[config.mk]
export PLATFORM = sky130hd
export DESIGN_NAME = swbus_slave_ctrl
export DESIGN_NICKNAME = d
export VERILOG_FILES = /design/src/rtl/swbus_pkg.sv /design/src/rtl/swbus_line_watch.sv /design/src/rtl/swbus_op_decode.sv /design/src/rtl/swbus_slave_ctrl.sv
export SDC_FILE = /design/constraint.sdc
export NUM_CORES = 1
export LEC_CHECK = 0
export BUFFER_PORTS_ARGS = -buffer_cell sky130_fd_sc_hd__buf_2
export CAP_MARGIN = 10
export CORE_MARGIN = 2
export CORE_UTILIZATION = 48
export CTS_CLUSTER_DIAMETER = 50
export DETAILED_ROUTE_END_ITERATION = 12
export GPL_ROUTABILITY_DRIVEN = 1
export HOLD_SLACK_MARGIN = 0.02
export MAX_ROUTING_LAYER = met4
export PLACE_DENSITY = 0.69
export SYNTH_ARGS = -nofsm -noshare
export SYNTH_HDL_FRONTEND = slang
export SYNTH_SLANG_ARGS = --single-unit
[constraint.sdc]
create_clock -name clk -period 4.62 [get_ports clk]
set_clock_uncertainty 0.2 [all_clocks]
set_input_delay 0.924 -clock clk [delete_from_list [all_inputs] [get_ports clk]]
set_output_delay 0.924 -clock clk [all_outputs]
set_load 0.1 [all_outputs]
[src/rtl/swbus_pkg.sv]
package swbus_pkg;
  typedef enum logic [2:0] {
    M_STANDBY = 3'd0,
    M_HEADER  = 3'd1,
    M_DEVADDR = 3'd2,
    M_COMMAND = 3'd3,
    M_ADDRESS = 3'd4,
    M_DATA    = 3'd5,
    M_IDLE    = 3'd6
  } mode_t;

  typedef enum logic [3:0] {
    OP_NONE, OP_READ, OP_WRITE, OP_WREN, OP_WRDI,
    OP_RDSR, OP_WRSR, OP_SETALL, OP_ERASEALL
  } op_t;

  localparam logic [7:0] OPC_READ     = 8'h31;
  localparam logic [7:0] OPC_WRITE    = 8'h32;
  localparam logic [7:0] OPC_WREN     = 8'h41;
  localparam logic [7:0] OPC_WRDI     = 8'h42;
  localparam logic [7:0] OPC_RDSR     = 8'h51;
  localparam logic [7:0] OPC_WRSR     = 8'h52;
  localparam logic [7:0] OPC_SETALL   = 8'h61;
  localparam logic [7:0] OPC_ERASEALL = 8'h62;
endpackage

[src/rtl/swbus_line_watch.sv]
module swbus_line_watch #(
  parameter int SBY_CYCLES = 16
) (
  input  logic clk,
  input  logic rst_n,
  input  logic line,
  output logic fall,
  output logic sby_pulse
);
  localparam int CW = $clog2(SBY_CYCLES + 1);
  localparam logic [CW-1:0] CMAX = CW'(SBY_CYCLES);
  localparam logic [CW-1:0] CHIT = CW'(SBY_CYCLES - 1);

  logic [CW-1:0] high_cnt;
  logic          line_q;

  always_ff @(posedge clk or negedge rst_n) begin
    if (!rst_n) begin
      high_cnt <= '0;
      line_q   <= 1'b1;
    end else begin
      line_q <= line;
      if (!line)                high_cnt <= '0;
      else if (high_cnt != CMAX) high_cnt <= high_cnt + 1'b1;
    end
  end

  // fires once, on the clock where the high run reaches SBY_CYCLES
  assign sby_pulse = line && (high_cnt == CHIT);
  assign fall      = line_q && !line;
endmodule

[src/rtl/swbus_op_decode.sv]
module swbus_op_decode
  import swbus_pkg::*;
(
  input  logic [7:0] code,
  output op_t        op
);
  always_comb begin
    unique case (code)
      OPC_READ:     op = OP_READ;
      OPC_WRITE:    op = OP_WRITE;
      OPC_WREN:     op = OP_WREN;
      OPC_WRDI:     op = OP_WRDI;
      OPC_RDSR:     op = OP_RDSR;
      OPC_WRSR:     op = OP_WRSR;
      OPC_SETALL:   op = OP_SETALL;
      OPC_ERASEALL: op = OP_ERASEALL;
      default:      op = OP_NONE;
    endcase
  end
endmodule

[src/rtl/swbus_slave_ctrl.sv]
module swbus_slave_ctrl
  import swbus_pkg::*;
#(
  parameter int         SBY_CYCLES = 16,
  parameter logic [7:0] HDR_BYTE   = 8'h55,
  parameter logic [7:0] DEV_ADDR   = 8'hA0,
  parameter int         AW         = 8
) (
  input  logic          clk,
  input  logic          rst_n,
  input  logic          bus_line,
  input  logic          byte_valid,
  input  logic [7:0]    byte_data,
  input  logic          mak_stb,
  input  logic          nomak_stb,
  input  logic          edge_missed,
  input  logic          wr_busy,
  output logic [2:0]    mode,
  output logic          sak_en,
  output logic          wr_start,
  output logic [AW-1:0] mem_addr
);
  mode_t         mode_q;
  op_t           op_in, op_q;
  logic          ack_wait, wel, wr_q;
  logic [AW-1:0] addr_q;
  logic          line_fall, sby_pulse;

  swbus_line_watch #(.SBY_CYCLES(SBY_CYCLES)) u_watch (
    .clk(clk), .rst_n(rst_n), .line(bus_line),
    .fall(line_fall), .sby_pulse(sby_pulse)
  );

  swbus_op_decode u_dec (.code(byte_data), .op(op_in));

  logic active, live, take_byte, take_ack, blocked, do_write;
  assign active    = (mode_q != M_STANDBY) && (mode_q != M_IDLE);
  assign live      = active && !sby_pulse && !edge_missed;
  assign take_byte = live && byte_valid && !ack_wait;
  assign take_ack  = live && ack_wait && (mak_stb || nomak_stb);
  assign blocked   = (op_in == OP_NONE) ||
                     (wr_busy && (op_in inside {OP_READ, OP_WRITE, OP_WRSR,
                                                OP_SETALL, OP_ERASEALL}));
  assign do_write  = take_ack && nomak_stb && wel && !wr_busy &&
                     (((mode_q == M_COMMAND) && (op_q inside {OP_SETALL, OP_ERASEALL})) ||
                      ((mode_q == M_DATA)    && (op_q inside {OP_WRITE, OP_WRSR})));

  always_ff @(posedge clk or negedge rst_n) begin
    if (!rst_n) begin
      mode_q   <= M_STANDBY;
      op_q     <= OP_NONE;
      ack_wait <= 1'b0;
      wel      <= 1'b0;
      wr_q     <= 1'b0;
      addr_q   <= '0;
    end else begin
      wr_q <= do_write;
      if (sby_pulse) begin
        mode_q   <= M_STANDBY;
        ack_wait <= 1'b0;
      end else if (edge_missed && active) begin
        mode_q   <= M_IDLE;
        ack_wait <= 1'b0;
      end else if (mode_q == M_STANDBY) begin
        if (line_fall) mode_q <= M_HEADER;
      end else if (take_byte) begin
        unique case (mode_q)
          M_HEADER:  if (byte_data == HDR_BYTE) ack_wait <= 1'b1;
                     else                       mode_q   <= M_IDLE;
          M_DEVADDR: if (byte_data == DEV_ADDR) ack_wait <= 1'b1;
                     else                       mode_q   <= M_IDLE;
          M_COMMAND: if (blocked) mode_q <= M_IDLE;
                     else begin
                       op_q     <= op_in;
                       ack_wait <= 1'b1;
                     end
          M_ADDRESS: begin
                       addr_q   <= byte_data[AW-1:0];
                       ack_wait <= 1'b1;
                     end
          M_DATA:    begin
                       ack_wait <= 1'b1;
                       if (op_q == OP_READ) addr_q <= addr_q + 1'b1;
                     end
          default:   ;
        endcase
      end else if (take_ack) begin
        ack_wait <= 1'b0;
        if (nomak_stb) begin
          if (mode_q == M_HEADER) mode_q <= M_DEVADDR;
          else                    mode_q <= M_STANDBY;
          if (mode_q == M_COMMAND && op_q == OP_WREN) wel <= 1'b1;
          if (mode_q == M_COMMAND && op_q == OP_WRDI) wel <= 1'b0;
          if (do_write)                               wel <= 1'b0;
        end else begin
          unique case (mode_q)
            M_HEADER:  mode_q <= M_IDLE;
            M_DEVADDR: mode_q <= M_COMMAND;
            M_COMMAND: begin
                         if (op_q inside {OP_READ, OP_WRITE})     mode_q <= M_ADDRESS;
                         else if (op_q inside {OP_RDSR, OP_WRSR}) mode_q <= M_DATA;
                         else                                     mode_q <= M_IDLE;
                       end
            M_ADDRESS: mode_q <= M_DATA;
            M_DATA:    if (op_q == OP_WRSR) mode_q <= M_IDLE;
            default:   ;
          endcase
        end
      end
    end
  end

  assign mode     = mode_q;
  assign sak_en   = ack_wait && (mode_q != M_HEADER);
  assign wr_start = wr_q;
  assign mem_addr = addr_q;
endmodule

==> impl_metrics.py, run 1 <==
metrics = {
    "status": {
        "outcome": "completed",
    },
    "critical_path": {
        "cpMostUsedCell": "nor2_1",
        "arrival_ps": 1720,
        "crit_buf_inv": 2,
        "path_class": "flop to output pin",
        "max_stage_delay_ps": 590,
        "start_kind": "flop",
        "cp_slowest_cell": "dfrtp_1",
        "cp_max_fo": 11,
        "crit_family": "flip-flops",
        "endpoint_kind": "output pin",
        "path_cells": "clkinv_4 -> nand2_1 -> nor2_1 -> nor2_1 -> buf_2",
        "required_ps": 3500,
    },
    "sta": {
        "finalSetupViolCount": 0,
        "final_hold_viol_count": 0,
        "period_minus_slack_ps": 2841,
        "worst_pin_slew_ps": 539.8,
        "setup_tns_ps": 0,
        "rsz0062_at_grt": "false",
        "fmaxAchievable_mhz": 352.1,
        "maxSlewViolCount": 0,
        "timing.hold.ws_ps": 284.3,
        "fin_crit_sh_pct": 61.48,
        "slew_headroom_pct": 64.02,
    },
    "detailed_routing": {
        "num_vias": 1660,
        "viasPerCell": 5.887,
        "routedWlPerCell_um": 14.25,
        "drcViolationCount": 0,
        "ant_nets": 0,
        "firstDrtPassIters": 4,
        "wl_um": 4019,
        "initialDrtViolationCount": 75,
    },
    "yosys": {
        "syn_area_um2": 1810,
        "syn_nets": 232,
        "postSynthAreaPerCell_um2": 8.540,
        "ys_seq_elements": 24,
        "yosysSeqAreaShare_pct": 33.24,
        "synth_ff_type": "dfrtp_1",
        "synth-edff-count": 0,
        "yosys.area.top_type": "dfrtp_1",
        "async_reset_ff_share_pct": 100.0,
        "synth_cell_types": 60,
        "synth-warning-count": 0,
        "synth_area_leaders": "dfrtp_1, nand2_1, a21oi_1",
        "synth_top_area_share_pct": 31.79,
        "synth_common_cells": "nand2_1, dfrtp_1, a21oi_1, nor2_1, nand3_1",
        "syn_inst": 212,
        "yosysMostFrequentCell": "nand2_1",
    },
    "clock_network": {
        "post_cts_resized": 0,
        "cts_tree": "built",
        "path_clk_slew_ps": 90,
        "clock_latency_ps": 270,
        "htree_levels": 1,
        "cts_buffer_depth": 2,
        "cts_sinks": 24,
        "cts_buffers": 3,
        "postCtsHoldBufs": 0,
        "cts_setup_buffers": 0,
        "cts-root-buf": "clkbuf_8",
    },
    "floorplanning": {
        "io_pins": 29,
        "start_util_pct": 49.83,
        "num_rows": 22,
        "dieWidth_um": 65.42,
        "dieArea_um2": 4279,
        "core_area_um2": 3633,
        "die-height_um": 65.42,
    },
    "final_layout": {
        "nets": 255,
        "area_delta_synth_final_pct": 11.54,
        "drive_gt1_share_pct": 18.80,
        "n_antenna_cell": 0,
        "final_util_pct": 55.58,
    },
    "min_path": {
        "hp-class": "flop to flop",
    },
    "global_route": {
        "grt_max_degree": 25,
        "grt_pass1_wl_um": 6886,
        "grt_util_all_layers_pct": 20.91,
        "antenna_found_initial": 0,
        "first_global_vias": 1468,
        "overflow": 0,
    },
    "power_and_ir_drop": {
        "leakage_nw": 0.8403,
        "ir_worst_vdd_mv": 0.4701,
        "p_per_area_nw_per_um2": 635.9,
    },
    "placed_design": {
        "place_hpwl_um": 2981,
        "gp_congestion": 0.7937,
        "numPortBuffers": 28,
    },
    "job": {
        "cap_violations": 0,
    },
}
## placed cells by master, fill, tap and decap left out, drive strengths merged, types with 3 or more instances in the layout
cell type | netlist | layout
and3 | 6 | 6
nand4b | 3 | 3
nor4b | 4 | 4
nor3 | 3 | 3
nor2b | 7 | 7
inv | 7 | 7
a31oi | 5 | 5
o22ai | 4 | 4
dfrtp | 23 | 23
a21boi | 3 | 3
buf | 8 | 28
or3 | 3 | 3
ha | 4 | 4
nand2b | 7 | 7
o41ai | 3 | 3
o21ai | 10 | 10
a21oi | 16 | 16
nand2 | 25 | 25
clkbuf | 2 | 3
nand3 | 11 | 11
nor2 | 16 | 16
## through the flow
stage | instances | cell area [µm²] | total power, W | worst slack (ps)
floorplan | 212 | 1810 | 0.0009801 | 854.1
global placement | 278 | 1948 | 0.001095 | 1925
detailed placement | 278 | 1948 | 0.001096 | 1896
CTS | 282 | 2019 | 0.001288 | 1765
global route | 282 | 2019 | 0.001352 | 1675
finish | 282 | 2019 | 0.001284 | 1779
## worst paths after layout
check | endpoint | slack, ps | cells after the start | start
setup / recovery | sak_en | 1780 | 5 | mode[1]
max in group asynchronous | u_watch.line_q | 3430 | 1 | rst_n
min in group asynchronous | wr_start | 420 | 1 | rst_n
hold / removal | wel | 280 | 1 | wel
setup reg to reg | mem_addr[0] | 2200 | 7 | u_watch.high_cnt[0]
hold reg to reg | wel | 280 | 1 | wel
## power breakdown
group,internal [W],switching (W)
clock,0.000116,0.0000737
combinational,0.000173,0.000565
sequential,0.000264,0.0000931
## cells by family (layout without fill, tap and decap cells)
logic type / Yosys count / in the layout / synth area share (%)
xor+xnor: 4 / 4 / 1.935
compound gates: 62 / 62 / 24.88
simple gates: 97 / 97 / 30.06
mux: 3 / 3 / 1.728
fa+ha+maj: 4 / 4 / 2.764
buf+inv: 18 / 40 / 5.391
flops: 24 / 24 / 33.24
## state kept, by name (all words and copies together), names as in the netlist
| name | flops |
|---|---|
| wel | 1 |
| wr_start | 1 |
| mode | 3 |
| op_q | 4 |
| u_watch.line_q | 1 |
| ack_wait | 1 |
| u_watch.high_cnt | 5 |
| mem_addr | 8 |
## per-layer routing
metal,share of wire (%),vias up,global-route usage (%)
met5,0,-,-
met3,4.8,6,3.938
met1,47,784,29.16
met4,1.1,0,4.948
li1,-,827,-
met2,47,43,31.63
## area by class of cell
class	count	area (µm²)
timing repair buffer	28	140.1
inverter	8	35.03
clock inverter	1	30.03
tap	48	60.06
clock buffer	3	41.29
sequential	24	601.8
fill	362	1614
multi-input combinational	170	1111
(Power assumes the default switching activity.)
==> run 2: changes to the inputs <==
--- a/config.mk
+++ b/config.mk
@@ -5,6 +5,7 @@
 export SDC_FILE = /design/constraint.sdc
 export NUM_CORES = 1
 export LEC_CHECK = 0
+export ABC_AREA = 1
 export BUFFER_PORTS_ARGS = -buffer_cell sky130_fd_sc_hd__buf_2
 export CAP_MARGIN = 10
 export CORE_MARGIN = 2
@@ -14,7 +15,7 @@
 export GPL_ROUTABILITY_DRIVEN = 1
 export HOLD_SLACK_MARGIN = 0.02
 export MAX_ROUTING_LAYER = met4
-export PLACE_DENSITY = 0.69
+export PLACE_DENSITY = 0.72
 export SYNTH_ARGS = -nofsm -noshare
 export SYNTH_HDL_FRONTEND = slang
 export SYNTH_SLANG_ARGS = --single-unit
==> constraint.sdc (replaced) <==
create_clock -name clk -period 2.4 [get_ports clk]
set_clock_uncertainty 0.2 [all_clocks]
set_input_delay 0.48 -clock clk [delete_from_list [all_inputs] [get_ports clk]]
set_output_delay 0.48 -clock clk [all_outputs]
set_load 0.1 [all_outputs]
==> run 2 against run 1 <==
Net effect:
- largest power group unchanged
- flip-flop and latch count stayed put
- synthesized cell count rose by 39%
- cell area rose by 11%
- cell count rose by 33%
- critical path depth grew 9
- register-to-register slack got worse by 2000 ps
- critical endpoint is now mode[1]
- global-route usage is 1.1 points higher
- highest routed layer unchanged
- via count up 20%
- worst setup slack got worse by 1600 ps
==> impl_metrics.py, run 2 <==
metrics = {
    "clock_network": {
        "cts-root-buf": "clkbuf_8",
        "cts_buffer_depth": 2,
        "clock_latency_ps": 280,
        "cts_sinks": 24,
        "cts_tree": "built",
        "path_clk_slew_ps": 90,
        "cts_buffers": 3,
        "htree_levels": 1,
    },
    "critical_path": {
        "start_kind": "flop",
        "path_cells": "ha_2 -> nand2_1 -> nor2_1 -> ha_2 -> a21oi_4 -> nand3_2 -> nor2_4 -> nor2_4 -> nand3_2 -> nand2_1 -> inv_1 -> nand3_2 -> nand2_1 -> nand2_1",
        "cpMostUsedCell": "nand2_1",
        "cp_slowest_cell": "dfrtp_1",
        "arrival_ps": 2180,
        "max_stage_delay_ps": 410,
        "crit_buf_inv": 1,
        "required_ps": 2370,
        "endpoint_kind": "flop",
        "crit_family": "simple AND/OR/NAND/NOR gates",
        "cp_max_fo": 6,
        "path_class": "flop to flop",
    },
    "global_route": {
        "first_global_vias": 1732,
        "grt_util_all_layers_pct": 22.02,
        "grt_max_degree": 25,
        "overflow": 0,
        "grt_pass1_wl_um": 7424,
        "antenna_found_initial": 0,
    },
    "yosys": {
        "synth_common_cells": "nand2_1, inv_1, nor2_1",
        "yosys.area.top_type": "dfrtp_1",
        "synth_top_area_share_pct": 29.64,
        "syn_inst": 294,
        "async_reset_ff_share_pct": 100.0,
        "synth_cell_types": 33,
        "postSynthAreaPerCell_um2": 6.605,
        "synth_ff_type": "dfrtp_1",
        "yosysMostFrequentCell": "nand2_1",
        "synth_area_leaders": "dfrtp_1, nand2_1, inv_1",
        "yosysSeqAreaShare_pct": 30.99,
        "syn_area_um2": 1942,
        "synth-warning-count": 0,
        "ys_seq_elements": 24,
        "synth-edff-count": 0,
        "syn_nets": 314,
    },
    "detailed_routing": {
        "routedWlPerCell_um": 11.93,
        "initialDrtViolationCount": 137,
        "ant_nets": 0,
        "wl_um": 4474,
        "viasPerCell": 5.320,
        "num_vias": 1995,
        "drcViolationCount": 0,
        "firstDrtPassIters": 4,
    },
    "floorplanning": {
        "die-height_um": 67.61,
        "io_pins": 29,
        "num_rows": 23,
        "core_area_um2": 3943,
        "dieArea_um2": 4570,
        "start_util_pct": 49.25,
        "dieWidth_um": 67.61,
    },
    "power_and_ir_drop": {
        "leakage_nw": 1.151,
        "ir_worst_vdd_mv": 0.9664,
        "p_per_area_nw_per_um2": 1202,
    },
    "min_path": {
        "hp-class": "input port to flop",
    },
    "job": {
        "cap_violations": 0,
    },
    "sta": {
        "maxSlewViolCount": 0,
        "slew_headroom_pct": 62.57,
        "fin_crit_sh_pct": 92.04,
        "worst_pin_slew_ps": 561.5,
        "rsz0062_at_grt": "false",
        "final_hold_viol_count": 0,
        "timing.hold.ws_ps": 163.7,
        "period_minus_slack_ps": 2209,
        "fmaxAchievable_mhz": 452.7,
        "setup_tns_ps": 0,
        "finalSetupViolCount": 0,
    },
    "placed_design": {
        "numPortBuffers": 28,
        "gp_congestion": 0.9167,
        "place_hpwl_um": 3462,
    },
    "status": {
        "outcome": "completed",
    },
    "final_layout": {
        "fillers": 387,
        "nets": 346,
        "final_cell_mix": "nand2_1, inv_1, nor2_1",
        "n_antenna_cell": 0,
        "final_common_cell": "nand2_1",
        "largest_reg_flops": 8,
        "area_delta_synth_final_pct": 15.92,
        "drive_gt1_share_pct": 21.85,
    },
}
run 2: power breakdown:
group          total (W)  switching (W)  internal, W
Combinational    0.00171        0.00131     0.000399
Sequential      0.000634       0.000123     0.000511
Clock           0.000364       0.000141     0.000223
run 2: path summary, 6_finish.rpt:
check                                      endpoint  depth (start not counted)  slack (ps)                start
worst max register to register              mode[1]                         14         190  u_watch.high_cnt[0]
min in group asynchronous       u_watch.high_cnt[2]                          2         510                rst_n
max in group asynchronous                   mode[2]                          2        1070                rst_n
worst min register to register                  wel                          2         330                  wel
worst min-delay path                 u_watch.line_q                          1         160             bus_line
worst max-delay path                        mode[1]                         14         190  u_watch.high_cnt[0]
run 2: layout make-up:
type / instances / area [µm²] / area share, %
flip-flops and latches: 24 / 605.6 / 26.90
multi-input cells: 218 / 1147 / 50.97
clock buffers: 3 / 41.29 / 1.834
inverters: 48 / 183.9 / 8.171
clock inverters: 1 / 30.03 / 1.334
repair buffers: 31 / 180.2 / 8.004
well taps: 50 / 62.56 / 2.779
run 2: routing by layer:
| metal | track usage (%) | up-vias | share of wire, % |
|---|---|---|---|
| met5 | - | - | 0 |
| met4 | 8.673 | 0 | 2.3 |
| met3 | 2.833 | 11 | 5.7 |
| met2 | 36.76 | 66 | 48 |
| met1 | 26.88 | 903 | 44 |
| li1 | - | 1015 | - |
run 2: repair_timing:
action	CTS	global route
endpoints found under the hold margin	23	0
gates resized for setup	0	5
setup buffers	0	0
endpoints found under the setup margin	0	13
hold buffers	1	0
run 2: per-stage QoR:
step | total power (W) | cell area, µm² | setup WS (ps) | std cells | utilization (%)
5_1_grt | 0.002882 | 2251 | 22.35 | 375 | 57.09
2_1_floorplan | 0.002005 | 1949 | 23.70 | 294 | -
3_3_place_gp | 0.002309 | 2143 | 129.7 | 370 | 54.36
4_1_cts | 0.002696 | 2225 | 22.21 | 375 | 56.43
6_report | 0.002706 | 2251 | 191.0 | 375 | 57.09
3_5_place_dp | 0.002322 | 2143 | 57.82 | 370 | 54.36
run 2: cell families (layout without fill, tap and decap cells):
family | count (synthesis) | after routing | share of synthesized area, %
flops | 24 | 24 | 30.99
buf+inv | 52 | 83 | 11.28
xor+xnor | 1 | 1 | 0.4511
simple gates | 164 | 164 | 39.63
fa+ha+maj | 4 | 4 | 2.577
compound gates | 49 | 49 | 15.08
==> run 3: changes to the inputs <==
--- a/config.mk
+++ b/config.mk
@@ -5,7 +5,7 @@
 export SDC_FILE = /design/constraint.sdc
 export NUM_CORES = 1
 export LEC_CHECK = 0
-export ABC_AREA = 1
+export ABC_AREA = 0
 export BUFFER_PORTS_ARGS = -buffer_cell sky130_fd_sc_hd__buf_2
 export CAP_MARGIN = 10
 export CORE_MARGIN = 2
==> run 3 against run 2 <==
Net effect:
- fmax shrank 2.0%
- wire length is 5.2% lower
- highest routed layer unchanged
- flip-flop and latch count unchanged
- largest cell class unchanged
- combinational power fell by 12%
==> impl_metrics.py, run 3 (synthesis gave the netlist of run 1 again) <==
metrics = {
    "sta": {
        "rsz0062_at_grt": "false",
        "fmaxAchievable_mhz": 443.7,
        "layout_setup_ws_ps": 146.1,
        "finalSetupViolCount": 0,
        "worst_pin_slew_ps": 581.4,
        "setup_tns_ps": 0,
        "maxSlewViolCount": 0,
        "timing.hold.ws_ps": 170.7,
        "period_minus_slack_ps": 2254,
        "final_hold_viol_count": 0,
        "fin_crit_sh_pct": 93.91,
        "slew_headroom_pct": 61.24,
    },
    "global_route": {
        "grt_max_degree": 25,
        "grt_util_all_layers_pct": 21.52,
        "overflow": 0,
        "antenna_found_initial": 0,
        "grt_pass1_wl_um": 7058,
        "first_global_vias": 1512,
    },
    "critical_path": {
        "arrival_ps": 2200,
        "crit_buf_inv": 2,
        "path_cells": "ha_2 -> and3_1 -> ha_1 -> nand2_2 -> o311ai_4 -> buf_12 -> buf_4 -> o41ai_1",
        "cp_max_fo": 4,
        "start_kind": "flop",
        "path_class": "flop to flop",
        "max_stage_delay_ps": 420,
        "crit_family": "compound AO/OA/AOI/OAI gates",
        "endpoint_kind": "flop",
        "cp_slowest_cell": "dfrtp_1",
        "required_ps": 2350,
    },
    "floorplanning": {
        "dieWidth_um": 65.42,
        "die-height_um": 65.42,
        "core_area_um2": 3633,
        "dieArea_um2": 4279,
        "start_util_pct": 49.83,
        "num_rows": 22,
        "io_pins": 29,
    },
    "detailed_routing": {
        "wl_met1_um": 1967,
        "initialDrtViolationCount": 90,
        "wl_met2_um": 1986,
        "top_layer_used": "met4",
        "wl_um": 4242,
        "ant_nets": 0,
        "drcViolationCount": 0,
        "viasPerCell": 5.810,
        "routedWlPerCell_um": 14.63,
        "num_vias": 1685,
        "wl_met3_um": 232,
        "firstDrtPassIters": 5,
    },
    "placed_design": {
        "pre_cts_ws_ps": 69.81,
        "gp_congestion": 0.8320,
        "place_hpwl_um": 3196,
        "post_dp_cell_area_um2": 2009,
        "numPortBuffers": 28,
    },
    "power_and_ir_drop": {
        "p_switching_w": 0.001424,
        "p_seq_share_pct": 27.4,
        "p_int_w": 0.001041,
        "power_w": 0.002464,
        "leakage_nw": 0.8745,
        "p_per_area_nw_per_um2": 1170,
        "p_sw_share_pct": 57.77,
        "ir_worst_vdd_mv": 0.7270,
        "p_comb_share_pct": 61.1,
        "clkPwrFrac_pct": 11.5,
    },
    "final_layout": {
        "fin_area_um2": 2107,
        "final_common_cell": "buf_2",
        "nets": 263,
        "area_delta_synth_final_pct": 16.38,
        "drive_gt1_share_pct": 23.55,
        "n_antenna_cell": 0,
        "final_cell_mix": "buf_2, nand2_1, dfrtp_1",
        "largest_reg_flops": 8,
    },
    "clock_network": {
        "path_clk_slew_ps": 90,
        "cts_tree": "built",
        "cts_buffers": 3,
        "clock_latency_ps": 260,
        "cts-root-buf": "clkbuf_8",
        "cts_buffer_depth": 2,
        "htree_levels": 1,
        "cts_sinks": 24,
    },
    "status": {
        "outcome": "completed",
    },
    "min_path": {
        "hp-class": "input port to flop",
    },
    "job": {
        "cap_violations": 0,
    },
}
[run 3: layer usage]
layer	vias to the layer above	global-route usage (%)
met1	783	30.11
li1	842	-
met5	-	-
met4	0	6.250
met3	6	2.055
met2	54	33.42
[run 3: what timing repair did]
action	CTS	global route
setup buffers	0	2
endpoints found under the setup margin	0	1
hold buffers	1	0
gates resized for setup	0	2
endpoints found under the hold margin	10	0
[run 3: final cells by class]
type,instances,area [µm²]
Fill cell,346,1526
Multi-Input combinational cell,170,1124
Sequential cell,24,605.6
Timing Repair Buffer,36,227.7
Tap cell,48,60.06
Clock buffer,4,55.05
Inverter,8,35.03
[run 3: path summary, 6_finish.rpt]
check                      slack, ps  cells after the start                 from             endpoint
max                              150                      8  u_watch.high_cnt[0]              op_q[1]
min                              170                      1             bus_line       u_watch.line_q
max reg2reg                      150                      8  u_watch.high_cnt[0]              op_q[1]
min reg2reg                      300                      1                  wel                  wel
max in group asynchronous       1040                      2                rst_n              mode[0]
min in group asynchronous        540                      2                rst_n  u_watch.high_cnt[0]
[run 3: metrics by stage]
step / instances / utilization [%]
floorplan: 212 / -
global placement: 283 / 55.30
detailed placement: 283 / 55.30
CTS: 288 / 57.09
global route: 290 / 57.99
finish: 290 / 57.99
[run 3: power by group through the flow]
stage	clock network, W	registers [W]	logic [W]
2_1_floorplan	0	0.00127	0.000632
3_3_place_gp	0	0.000681	0.00146
3_5_place_dp	0	0.000680	0.00148
4_1_cts	0.000289	0.000673	0.00148
5_1_grt	0.000311	0.000700	0.00159
6_report	0.000283	0.000675	0.00151
[run 3: worst register-to-register path: cells and delay by family, from the launching register on]
kind | cells | cell delay, ps
AOI/OAI and AO/OA | 2 | 510
adders and majority gates | 2 | 410
buffers and inverters | 2 | 320
DFF | 1 | 420
and+or+nand+nor | 2 | 280
